--- src/rtl/odt_pkg.sv ---
package odt_pkg;
  typedef enum logic [1:0] {
    PH_IDLE = 2'd0,
    PH_WAIT = 2'd1,
    PH_ON   = 2'd2
  } odt_phase_e;

  localparam logic [1:0] CFG_WMASK  = 2'd0;
  localparam logic [1:0] CFG_RMASK  = 2'd1;
  localparam logic [1:0] CFG_TIMING = 2'd2;
endpackage

--- src/rtl/odt_cfg_regs.sv ---
module odt_cfg_regs #(
  parameter int NUM_RANKS = 4,
  parameter int FIELD_W   = 8,
  parameter int CNT_W     = 4,
  localparam int MASK_W   = NUM_RANKS * FIELD_W
) (
  input  logic              clk,
  input  logic              rst_n,
  input  logic              cfg_we,
  input  logic [1:0]        cfg_addr,
  input  logic [MASK_W-1:0] cfg_wdata,
  output logic [MASK_W-1:0] wmask_q,
  output logic [MASK_W-1:0] rmask_q,
  output logic [CNT_W-1:0]  dly_q,
  output logic [CNT_W-1:0]  win_q
);
  import odt_pkg::*;

  always_ff @(posedge clk) begin
    if (!rst_n) begin
      wmask_q <= '0;
      rmask_q <= '0;
      dly_q   <= '0;
      win_q   <= '0;
    end else if (cfg_we) begin
      case (cfg_addr)
        CFG_WMASK:  wmask_q <= cfg_wdata;
        CFG_RMASK:  rmask_q <= cfg_wdata;
        CFG_TIMING: begin
          dly_q <= cfg_wdata[CNT_W-1:0];
          win_q <= cfg_wdata[2*CNT_W-1:CNT_W];
        end
        default: ;
      endcase
    end
  end
endmodule

--- src/rtl/odt_pattern_sel.sv ---
module odt_pattern_sel #(
  parameter int NUM_RANKS = 4,
  parameter int FIELD_W   = 8,
  parameter int RANK_W    = $clog2(NUM_RANKS),
  localparam int MASK_W   = NUM_RANKS * FIELD_W
) (
  input  logic [MASK_W-1:0]    wmask,
  input  logic [MASK_W-1:0]    rmask,
  input  logic                 is_write,
  input  logic [RANK_W-1:0]    rank,
  output logic [NUM_RANKS-1:0] pattern
);
  logic [NUM_RANKS-1:0] wr_tab [NUM_RANKS];
  logic [NUM_RANKS-1:0] rd_tab [NUM_RANKS];

  // Each table entry keeps only the low bits of its field; read entries
  // have their own rank's bit removed at build time.
  for (genvar g = 0; g < NUM_RANKS; g++) begin : g_tab
    assign wr_tab[g] = wmask[g*FIELD_W +: NUM_RANKS];
    assign rd_tab[g] = rmask[g*FIELD_W +: NUM_RANKS] & ~(NUM_RANKS'(1) << g);
  end

  always_comb begin
    pattern = is_write ? wr_tab[rank] : rd_tab[rank];
  end
endmodule

--- src/rtl/odt_window_timer.sv ---
module odt_window_timer #(
  parameter int NUM_RANKS = 4,
  parameter int CNT_W     = 4
) (
  input  logic                 clk,
  input  logic                 rst_n,
  input  logic                 start,
  input  logic [NUM_RANKS-1:0] pat_in,
  input  logic [CNT_W-1:0]     dly,
  input  logic [CNT_W-1:0]     win,
  output logic [NUM_RANKS-1:0] odt_q
);
  import odt_pkg::*;

  odt_phase_e           phase_q;
  logic [CNT_W-1:0]     cnt_q;
  logic [CNT_W-1:0]     len_q;
  logic [NUM_RANKS-1:0] pat_q;

  always_ff @(posedge clk) begin
    if (!rst_n) begin
      phase_q <= PH_IDLE;
      cnt_q   <= '0;
      len_q   <= '0;
      pat_q   <= '0;
      odt_q   <= '0;
    end else if (start) begin
      pat_q <= pat_in;
      len_q <= win;
      if (dly != '0) begin
        phase_q <= PH_WAIT;
        cnt_q   <= dly - CNT_W'(1);
        odt_q   <= '0;
      end else if (win != '0) begin
        phase_q <= PH_ON;
        cnt_q   <= win - CNT_W'(1);
        odt_q   <= pat_in;
      end else begin
        phase_q <= PH_IDLE;
        cnt_q   <= '0;
        odt_q   <= '0;
      end
    end else begin
      case (phase_q)
        PH_WAIT: begin
          if (cnt_q != '0) begin
            cnt_q <= cnt_q - CNT_W'(1);
          end else if (len_q != '0) begin
            phase_q <= PH_ON;
            cnt_q   <= len_q - CNT_W'(1);
            odt_q   <= pat_q;
          end else begin
            phase_q <= PH_IDLE;
          end
        end
        PH_ON: begin
          if (cnt_q != '0) begin
            cnt_q <= cnt_q - CNT_W'(1);
          end else begin
            phase_q <= PH_IDLE;
            odt_q   <= '0;
          end
        end
        default: begin
          phase_q <= PH_IDLE;
          odt_q   <= '0;
        end
      endcase
    end
  end
endmodule

--- src/rtl/odt_mask_driver.sv ---
module odt_mask_driver #(
  parameter int NUM_RANKS = 4,
  parameter int FIELD_W   = 8,
  parameter int CNT_W     = 4,
  parameter int RANK_W    = $clog2(NUM_RANKS)
) (
  input  logic                         clk,
  input  logic                         rst_n,
  input  logic                         cfg_we,
  input  logic [1:0]                   cfg_addr,
  input  logic [NUM_RANKS*FIELD_W-1:0] cfg_wdata,
  input  logic                         cmd_valid,
  input  logic                         cmd_write,
  input  logic [RANK_W-1:0]            cmd_rank,
  output logic [NUM_RANKS-1:0]         odt_o
);
  localparam int MASK_W = NUM_RANKS * FIELD_W;

  logic [MASK_W-1:0]    wmask, rmask;
  logic [CNT_W-1:0]     dly, win;
  logic [NUM_RANKS-1:0] sel_pat;

  odt_cfg_regs #(
    .NUM_RANKS(NUM_RANKS), .FIELD_W(FIELD_W), .CNT_W(CNT_W)
  ) u_regs (
    .clk(clk), .rst_n(rst_n), .cfg_we(cfg_we), .cfg_addr(cfg_addr),
    .cfg_wdata(cfg_wdata), .wmask_q(wmask), .rmask_q(rmask),
    .dly_q(dly), .win_q(win)
  );

  odt_pattern_sel #(
    .NUM_RANKS(NUM_RANKS), .FIELD_W(FIELD_W), .RANK_W(RANK_W)
  ) u_sel (
    .wmask(wmask), .rmask(rmask), .is_write(cmd_write),
    .rank(cmd_rank), .pattern(sel_pat)
  );

  odt_window_timer #(
    .NUM_RANKS(NUM_RANKS), .CNT_W(CNT_W)
  ) u_timer (
    .clk(clk), .rst_n(rst_n), .start(cmd_valid), .pat_in(sel_pat),
    .dly(dly), .win(win), .odt_q(odt_o)
  );
endmodule

--- config.mk ---
export PLATFORM = sky130hd
export DESIGN_NAME = odt_mask_driver
export DESIGN_NICKNAME = d
export VERILOG_FILES = /design/src/rtl/odt_pkg.sv /design/src/rtl/odt_cfg_regs.sv /design/src/rtl/odt_pattern_sel.sv /design/src/rtl/odt_window_timer.sv /design/src/rtl/odt_mask_driver.sv
export SDC_FILE = /design/constraint.sdc
export NUM_CORES = 1
export LEC_CHECK = 0
export CAP_MARGIN = 40
export CORE_ASPECT_RATIO = 1.2
export CORE_MARGIN = 8
export CORE_UTILIZATION = 60
export CTS_CLUSTER_DIAMETER = 30
export DETAILED_ROUTE_END_ITERATION = 10
export DONT_BUFFER_PORTS = 1
export PLACE_DENSITY = 0.76
export SKIP_LAST_GASP = 1
export SLEW_MARGIN = 20
export SYNTH_ARGS = -nofsm -noshare
export SYNTH_HDL_FRONTEND = slang
export SYNTH_SLANG_ARGS = --single-unit
--- constraint.sdc ---
create_clock -name clk -period 2.2 [get_ports clk]
set_input_delay 0.55 -clock clk [delete_from_list [all_inputs] [get_ports clk]]
set_output_delay 0.55 -clock clk [all_outputs]
set_load 0.005 [all_outputs]
==> flow_summary.json, run 1 <==
{
  "status": "completed",
  "clock_latency_ps": 300,
  "tns_ps": 0,
  "synthesis.nets": 350,
  "top_level_ports": 45,
  "dr.pass1.iters": 4,
  "p_leak_uw": 0.00113,
  "placedCellCount": 348,
  "floorplan.initialDensity_pct": 62.1,
  "cp-end-kind": "flop",
  "vias_per_cell": 6.07,
  "worstMarginPinSlew_ps": 758,
  "period_needed_ps": 1810,
  "synth_most_common_cell": "dfxtp_1",
  "syn_avg_cell_area_um2": 8.65,
  "seq_area_frac_synth_pct": 40.8,
  "track_usage_pct": 17.6,
  "reg2reg_from": "u_regs.win_q[0]",
  "die_x_um": 76.6,
  "cp-startpoint": "u_regs.win_q[0]",
  "final-instance-count-excl-fill": 355,
  "clkSinkCount": 54,
  "die-area_um2": 6800,
  "cp_max_fo": 6,
  "ant_nets": 0,
  "ff2ff_setup_slack_ps": 390,
  "ys_types": 46,
  "gp_congestion": 0.842,
  "multi_input_area_um2": 1460,
  "finalHoldViolations": 0,
  "drt_iter0_markers": 115,
  "nets": 343,
  "endpoint": "u_timer.odt_q[3]",
  "coreArea_um2": 4260,
  "finalClockSkew_ps": 4.79,
  "ir_worst_vdd_uv": 531,
  "cts-root-buf": "clkbuf_8",
  "rows": 26,
  "antenna_found_initial": 0,
  "final_cell_area_um2": 2790,
  "io_buffers": 0,
  "arrival_ps": 2020,
  "die_y_um": 88.8,
  "synthFlopType": "dfxtp_1",
  "overflow": 0,
  "synth_area_leaders": "dfxtp_1 41%, mux2i_1 9.8%, nand2_1 5.8%",
  "rsz0062_at_grt": "false",
  "postSynthCellCount": 306,
  "ys_top_cells_by_count": "54 x dfxtp_1, 41 x nand2_1, 31 x nor2_1, 26 x mux2i_1, 24 x a21oi_1",
  "holdCritPathClass": "in -> reg",
  "drc_errors": 0,
  "wire_per_inst_um": 16.5,
  "routed_wl_mm": 5.85,
  "synth-seq-cells": 54,
  "cts_resized": 0,
  "synthArstFlopShare_pct": 0,
  "crit_required_ps": 2400,
  "area_growth_pct": 5.39,
  "grt_pass1_wl_mm": 9.64,
  "netlist_area_um2": 2650,
  "worst_setup_path_start_kind": "flop",
  "first_global_vias": 2005,
  "max-slew-margin-rel_pct": 49.4,
  "final_layout_size_suffix_gt1_share_pct": 11.4,
  "yosysWarningCount": 0,
  "post_dp_cell_area_um2": 2680,
  "synth_edf_count": 0,
  "cts_tree": "done",
  "cts.clk_slew.worst_paths_ps": 90,
  "num_antenna_cells": 0,
  "post-dp-hpwl_mm": 4.16,
  "postCtsHoldBufs": 0,
  "rr_endpoint": "u_timer.odt_q[3]",
  "grt_start_max_net_pins": 46,
  "fmax_mhz": 551,
  "cts_setup_buffers": 0,
  "total_power_uw": 1970,
  "synth_top_area_share_pct": 40.8,
  "yosys.area.top_type": "dfxtp_1",
  "setup_viol": 0,
  "h-tree-depth": 2,
  "min_period_over_period_pct": 82.5,
  "fillerInstances": 377,
  "cts_buffer_depth": 2,
  "maxCapViolations": 0,
  "via_count": 2155,
  "cts_made_buffers": 5,
  "whs_ps": 359,
  "seqCellArea_um2": 1080,
  "drv_slew": 0,
  "rr_worst_depth": 4,
  "critical_path_class": "reg -> reg",
  "power.density_nw_per_um2": 707
}
state kept, by name, indices dropped and copies added (netlist names):
signal / count
u_regs.dly_q: 4
u_regs.rmask_q: 12
u_regs.win_q: 4
u_regs.wmask_q: 16
u_timer.cnt_q: 4
u_timer.len_q: 4
u_timer.odt_q: 4
u_timer.pat_q: 4
u_timer.phase_q: 2
stage by stage:
step / utilization, % / setup slack [ps]
detailed placement: 62.8 / 405
global placement: 62.8 / 438
floorplan: - / 339
finish: 65.5 / 385
CTS: 65.5 / 379
global route: 65.5 / 231
metal layers:
layer | up-vias | track usage, % | wire length (um)
met5 | - | 0 | 0
li1 | 1079 | - | -
met4 | 0 | 8.41 | 168
met2 | 49 | 31.6 | 2900
met3 | 13 | 6.10 | 341
met1 | 1014 | 18.2 | 2440
worst max-delay path, cell delays in order, from the launching register on:
cell and delay [ps]:
dfxtp_1 360, or2_2 360, o311ai_1 550, nor3_1 170
o221a_2 270
placed cells by master (no fill, tap or decap), drive strengths merged, types with 2 or more instances in the layout:
| master | n |
|---|---|
| or3b | 3 |
| dfxtp | 54 |
| nand2 | 41 |
| o22ai | 3 |
| inv | 9 |
| a31oi | 6 |
| a21oi | 24 |
| mux2 | 11 |
| or3 | 4 |
| buf | 5 |
| nor3b | 4 |
| o22a | 2 |
| nand3 | 2 |
| ha | 3 |
| nand2b | 3 |
| o21ai | 4 |
| o41ai | 4 |
| o311ai | 3 |
| o21a | 3 |
| nand3b | 3 |
| mux2i | 26 |
| nor2 | 31 |
| nor3 | 14 |
| o221a | 4 |
| clkbuf | 6 |
| a211oi | 6 |
| nor2b | 3 |
| a221oi | 2 |
| xor2 | 3 |
where the power goes:
group	leakage [uW]	internal, uW	total [uW]	switching (uW)
logic	0.000634	119	252	133
clock network	0.0000573	364	671	306
registers	0.000439	1020	1050	31.7
cell type report:
type | instances | area share, %
clock buffer | 6 | 2.96
clock inverter | 1 | 1.08
inverter | 9 | 1.21
multi-input combinational | 224 | 52.2
sequential | 54 | 38.7
tap | 56 | 2.51
timing repair buffer | 5 | 1.35
how the worst min path moves through the flow:
stage	from	endpoint	slack (ps)	depth (start not counted)
floorplan	u_regs.wmask_q[16]	u_regs.wmask_q[16]	430	2
global placement	u_regs.wmask_q[18]	u_regs.wmask_q[18]	440	2
detailed placement	u_regs.wmask_q[24]	u_regs.wmask_q[24]	450	2
CTS	rst_n	u_timer.pat_q[3]	350	1
global route	rst_n	u_timer.phase_q[1]	340	1
finish	rst_n	u_timer.pat_q[3]	360	1
cell families after synthesis:
group,count (synthesis),synth area share [%]
and+or+nand+nor,112,20.0
buffers and inverters,28,4.39
xor gates and xnor gates,4,1.32
DFF,54,40.8
AOI/OAI and AO/OA,68,17.5
adders and majority gates,3,1.42
muxes,37,14.5
(Power assumes the default switching activity.)
==> run 2: changes to the inputs <==
==> constraint.sdc (replaced) <==
create_clock -name clk -period 1.85 [get_ports clk]
set_input_delay 0.4625 -clock clk [delete_from_list [all_inputs] [get_ports clk]]
set_output_delay 0.4625 -clock clk [all_outputs]
set_load 0.005 [all_outputs]
==> run 2 against run 1 <==
- combinational power up 29%
- wire length up 1.8%
- sequential share of layout area down 0.95 points
- count of clock-buffer cells in the layout unchanged
- worst setup slack worse by 330 ps
- utilization up 1.6 points
- worst hold slack worse by 83 ps
- die area unchanged
- clock skew down 0.56 ps
- power up 20%
- register-to-register slack worse by 330 ps
- largest power group unchanged
- critical path type unchanged
==> flow_summary.json, run 2 (synthesis results as in run 1) <==
{
  "status": "completed",
  "wire_per_inst_um": 16.5,
  "clock_latency_ps": 300,
  "reg2reg_from": "u_timer.cnt_q[1]",
  "final-instance-count-excl-fill": 362,
  "overflow": 0,
  "gp_congestion": 0.845,
  "fmax_mhz": 557,
  "final_cell_mix": "54 x dfxtp_1, 41 x nand2_1, 31 x nor2_1",
  "coreArea_um2": 4260,
  "p_leak_uw": 0.00117,
  "ff2ff_setup_slack_ps": 60,
  "seqCellArea_um2": 1080,
  "drt_iter0_markers": 147,
  "finalHoldViolations": 0,
  "nets": 350,
  "placedCellCount": 355,
  "top_regs": "u_regs.wmask_q x16, u_regs.rmask_q x12",
  "num_antenna_cells": 0,
  "final_common_cell": "dfxtp_1",
  "ant_nets": 0,
  "power.density_nw_per_um2": 825,
  "worst_setup_path_start_kind": "flop",
  "holdCritPathClass": "in -> reg",
  "tns_ps": 0,
  "cts_tree": "done",
  "final_layout_size_suffix_gt1_share_pct": 13.7,
  "arrival_ps": 2030,
  "rr_worst_depth": 5,
  "largest_register": "u_regs.wmask_q",
  "cts_resized": 0,
  "cts-root-buf": "clkbuf_8",
  "post-dp-hpwl_mm": 4.38,
  "io_buffers": 0,
  "rows": 26,
  "endpoint": "u_timer.cnt_q[3]",
  "clkSinkCount": 54,
  "cp-end-kind": "flop",
  "cts_setup_buffers": 0,
  "cts.clk_slew.worst_paths_ps": 90,
  "setup_viol": 0,
  "antenna_found_initial": 0,
  "floorplan.initialDensity_pct": 62.1,
  "largest_reg_flops": 16,
  "vias_per_cell": 6.01,
  "ir_worst_vdd_uv": 549,
  "cts_buffer_depth": 2,
  "via_count": 2175,
  "die_x_um": 76.6,
  "cts_made_buffers": 5,
  "cp_max_fo": 11,
  "period_needed_ps": 1790,
  "worstMarginPinSlew_ps": 563,
  "postCtsHoldBufs": 0,
  "track_usage_pct": 17.6,
  "routed_wl_mm": 5.96,
  "multi_input_area_um2": 1460,
  "area_growth_pct": 8.03,
  "fillerInstances": 370,
  "grt_pass1_wl_mm": 9.84,
  "drc_errors": 0,
  "first_global_vias": 2061,
  "dr.pass1.iters": 4,
  "top_level_ports": 45,
  "rr_endpoint": "u_timer.cnt_q[3]",
  "max-slew-margin-rel_pct": 62.4,
  "maxCapViolations": 0,
  "die_y_um": 88.8,
  "crit_required_ps": 2080,
  "die-area_um2": 6800,
  "critical_path_class": "reg -> reg",
  "grt_start_max_net_pins": 34,
  "h-tree-depth": 2,
  "drv_slew": 0,
  "min_period_over_period_pct": 97.0,
  "cp-startpoint": "u_timer.cnt_q[1]",
  "finalClockSkew_ps": 4.22
}
[run 2: cell types whose count changed in the layout (fill, tap and decap cells not counted)]
cell	change
nor3b_2	+1
nor3b_1	-1
buf_12	+1
buf_4	+6
[run 2: stage by stage]
stage | hold slack, ps | instance area, um2 | worst slack, ps | util (%) | total power (uW)
floorplan | 433 | 2650 | 76.7 | - | 1530
global placement | 439 | 2740 | 118 | 64.4 | 1580
detailed placement | 445 | 2740 | 89.6 | 64.4 | 1590
CTS | 273 | 2860 | 58.1 | 67.0 | 2370
global route | 260 | 2860 | -7.55 | 67.1 | 2460
finish | 276 | 2860 | 55.6 | 67.1 | 2360
[run 2: critical path, cell delays in order, from the launching register on]
cell and delay [ps]:
dfxtp_1 340, inv_1 50, ha_1 190, or3b_4 460, or4_1 520, a31oi_1 160
[run 2: worst min-delay path by stage]
stage                                    end  cells past startpoint                from
after floorplan           u_regs.wmask_q[16]                      2  u_regs.wmask_q[16]
after global placement    u_regs.wmask_q[18]                      2  u_regs.wmask_q[18]
after detailed placement  u_regs.wmask_q[24]                      2  u_regs.wmask_q[24]
after CTS                 u_timer.phase_q[1]                      1               rst_n
after global routing      u_timer.phase_q[1]                      1               rst_n
final                       u_timer.cnt_q[1]                      2               rst_n
[run 2: final cells by class]
| type | count | area share, % |
|---|---|---|
| clock buffers | 6 | 2.89 |
| clock inverters | 1 | 1.05 |
| inverters | 9 | 1.18 |
| multi-input cells | 224 | 51.0 |
| flip-flops and latches | 54 | 37.8 |
| well taps | 56 | 2.45 |
| repair buffers | 12 | 3.59 |
[run 2: layer usage]
layer / up-vias / track usage, % / wire (um)
li1: 1093 / - / -
met1: 1031 / 19.3 / 2450
met2: 42 / 32.7 / 3140
met3: 9 / 4.47 / 272
met4: 0 / 5.08 / 95
met5: - / 0 / 0
[run 2: report_power, final]
group / switching, uW / internal [uW]
Combinational: 168 / 156
Clock: 359 / 433
Sequential: 35.3 / 1210
Total: 563 / 1800
==> run 3: changes to the inputs <==
--- a/config.mk
+++ b/config.mk
@@ -8,11 +8,12 @@
 export CAP_MARGIN = 40
 export CORE_ASPECT_RATIO = 1.2
 export CORE_MARGIN = 8
-export CORE_UTILIZATION = 60
+export CORE_UTILIZATION = 56
 export CTS_CLUSTER_DIAMETER = 30
 export DETAILED_ROUTE_END_ITERATION = 10
 export DONT_BUFFER_PORTS = 1
-export PLACE_DENSITY = 0.76
+export PLACE_DENSITY = 0.74
+export SKIP_CTS_REPAIR_TIMING = 1
 export SKIP_LAST_GASP = 1
 export SLEW_MARGIN = 20
 export SYNTH_ARGS = -nofsm -noshare
==> constraint.sdc (replaced) <==
create_clock -name clk -period 1.5 [get_ports clk]
set_input_delay 0.375 -clock clk [delete_from_list [all_inputs] [get_ports clk]]
set_output_delay 0.375 -clock clk [all_outputs]
set_load 0.005 [all_outputs]
==> run 3 against run 2 <==
- the run now ends with negative setup slack left
- worst setup slack got worse by 290 ps
- die area rose by 5.7%
- maximum frequency up 3.4%
- via count increased by 5.0%
- count of clock-buffer cells in the layout down 1
- clock skew about the same
- power is 31% higher
- critical path depth is the same
- critical endpoint unchanged
- largest power group unchanged
==> flow_summary.json, run 3 (synthesis results as in run 1) <==
{
  "status": "finished, violations left",
  "violations": "negative setup slack",
  "wire_per_inst_um": 16.6,
  "maxCapViolations": 0,
  "routed_wl_mm": 6.42,
  "final_layout_size_suffix_gt1_share_pct": 26.8,
  "ir_worst_vdd_uv": 658,
  "cts.clk_slew.worst_paths_ps": 100,
  "arrival_ps": 1980,
  "multi_input_area_um2": 1630,
  "cts_tree": "done",
  "post-dp-hpwl_mm": 4.39,
  "gp_congestion": 0.855,
  "track_usage_pct": 17.2,
  "via_count": 2284,
  "fillerInstances": 382,
  "area_growth_pct": 20.5,
  "critical_path_class": "reg -> reg",
  "cts-root-buf": "clkbuf_8",
  "drt_iter0_markers": 113,
  "clock_latency_ps": 310,
  "overflow": 0,
  "seqCellArea_um2": 1080,
  "top_level_ports": 45,
  "power.density_nw_per_um2": 973,
  "fmax_mhz": 576,
  "ff2ff_setup_slack_ps": -230,
  "ant_nets": 0,
  "nets": 371,
  "floorplan.initialDensity_pct": 58.1,
  "rr_endpoint": "u_timer.cnt_q[3]",
  "total_power_uw": 3100,
  "finalHoldViolations": 0,
  "num_antenna_cells": 0,
  "largest_reg_flops": 16,
  "top_regs": "u_regs.wmask_q x16, u_regs.rmask_q x12",
  "die_y_um": 91.3,
  "min_period_over_period_pct": 116,
  "rows": 27,
  "cp_max_fo": 6,
  "die_x_um": 78.8,
  "period_needed_ps": 1730,
  "finalClockSkew_ps": 4.57,
  "holdCritPathClass": "in -> reg",
  "coreArea_um2": 4560,
  "p_leak_uw": 0.00132,
  "clkSinkCount": 54,
  "worst_setup_path_start_kind": "flop",
  "h-tree-depth": 2,
  "final_common_cell": "dfxtp_1",
  "final_cell_mix": "51 x dfxtp_1, 40 x nand2_1, 31 x nor2_1",
  "reg2reg_from": "u_timer.cnt_q[1]",
  "crit_required_ps": 1740,
  "first_global_vias": 2213,
  "grt_start_max_net_pins": 45,
  "cts_buffer_depth": 2,
  "vias_per_cell": 5.92,
  "setup_viol": 8,
  "io_buffers": 0,
  "dr.pass1.iters": 4,
  "rr_worst_depth": 5,
  "die-area_um2": 7190,
  "drc_errors": 0,
  "max-slew-margin-rel_pct": 67.2,
  "grt_pass1_wl_mm": 10.3,
  "cts_made_buffers": 5,
  "hold_start": "rst_n",
  "worst_slack_ps": -235,
  "largest_register": "u_regs.wmask_q",
  "drv_slew": 0,
  "cp-end-kind": "flop",
  "antenna_found_initial": 0,
  "dpl_worst_slack_ps": -218,
  "rsz0062_at_grt": "true",
  "endpoint": "u_timer.cnt_q[3]",
  "cp-startpoint": "u_timer.cnt_q[1]",
  "worstMarginPinSlew_ps": 486
}
-- run 3: changes by cell type in the layout (fill, tap and decap cells not counted), moves of 3 or more --
cell / change
buf_4: +18
dfxtp_1: -3
dfxtp_2: +3
inv_1: -3
inv_2: +3
nor3_1: -6
nor3_2: +5
-- run 3: per-stage QoR --
stage	utilization [%]	hold slack [ps]	area, um2	TNS (ps)	std cells
after floorplan	-	433	2690	-537	306
after global placement	63.5	440	2900	-663	373
after detailed placement	63.5	444	2900	-1020	373
after CTS	66.0	170	3010	-1170	381
after global routing	70.0	146	3190	-1610	386
final	70.0	149	3190	-1050	386
-- run 3: critical path, stage by stage, from the launching register on --
cell and delay (ps):
dfxtp_2 340, inv_2 60, ha_4 130, or3b_4 420, or4_1 520, a31oi_1 190
-- run 3: area by class of cell --
cell class,instances,share of cell area [%]
clock inverter,3,1.37
clock buffer,5,2.16
multi-input combinational,225,51.0
inverter,9,1.06
timing repair buffer,32,8.16
tap,58,2.27
sequential,54,34.0
-- run 3: where the power goes --
group	internal, uW	switching (uW)	leakage (uW)	total, uW
clock	501	507	0.0000585	1010
combinational	289	266	0.000819	555
sequential	1490	46.6	0.000440	1540
total	2280	820	0.00132	3100
-- run 3: worst min-delay path by stage --
stage | to | slack (ps) | cells after the start
2_1_floorplan | u_regs.wmask_q[16] | 430 | 2
3_3_place_gp | u_regs.wmask_q[10] | 440 | 2
3_5_place_dp | u_regs.wmask_q[10] | 440 | 2
4_1_cts | u_timer.phase_q[1] | 170 | 1
5_1_grt | u_timer.cnt_q[1] | 150 | 2
6_report | u_timer.cnt_q[1] | 150 | 2
-- run 3: routing by layer --
layer  vias up  part of all wire (%)  global-route usage [%]
met2        44                    50                    28.7
met4         0                   1.4                    4.95
met5         -                     0                       0
li1       1142                     -                       -
met1      1089                    42                    20.2
met3         9                   5.9                    6.02
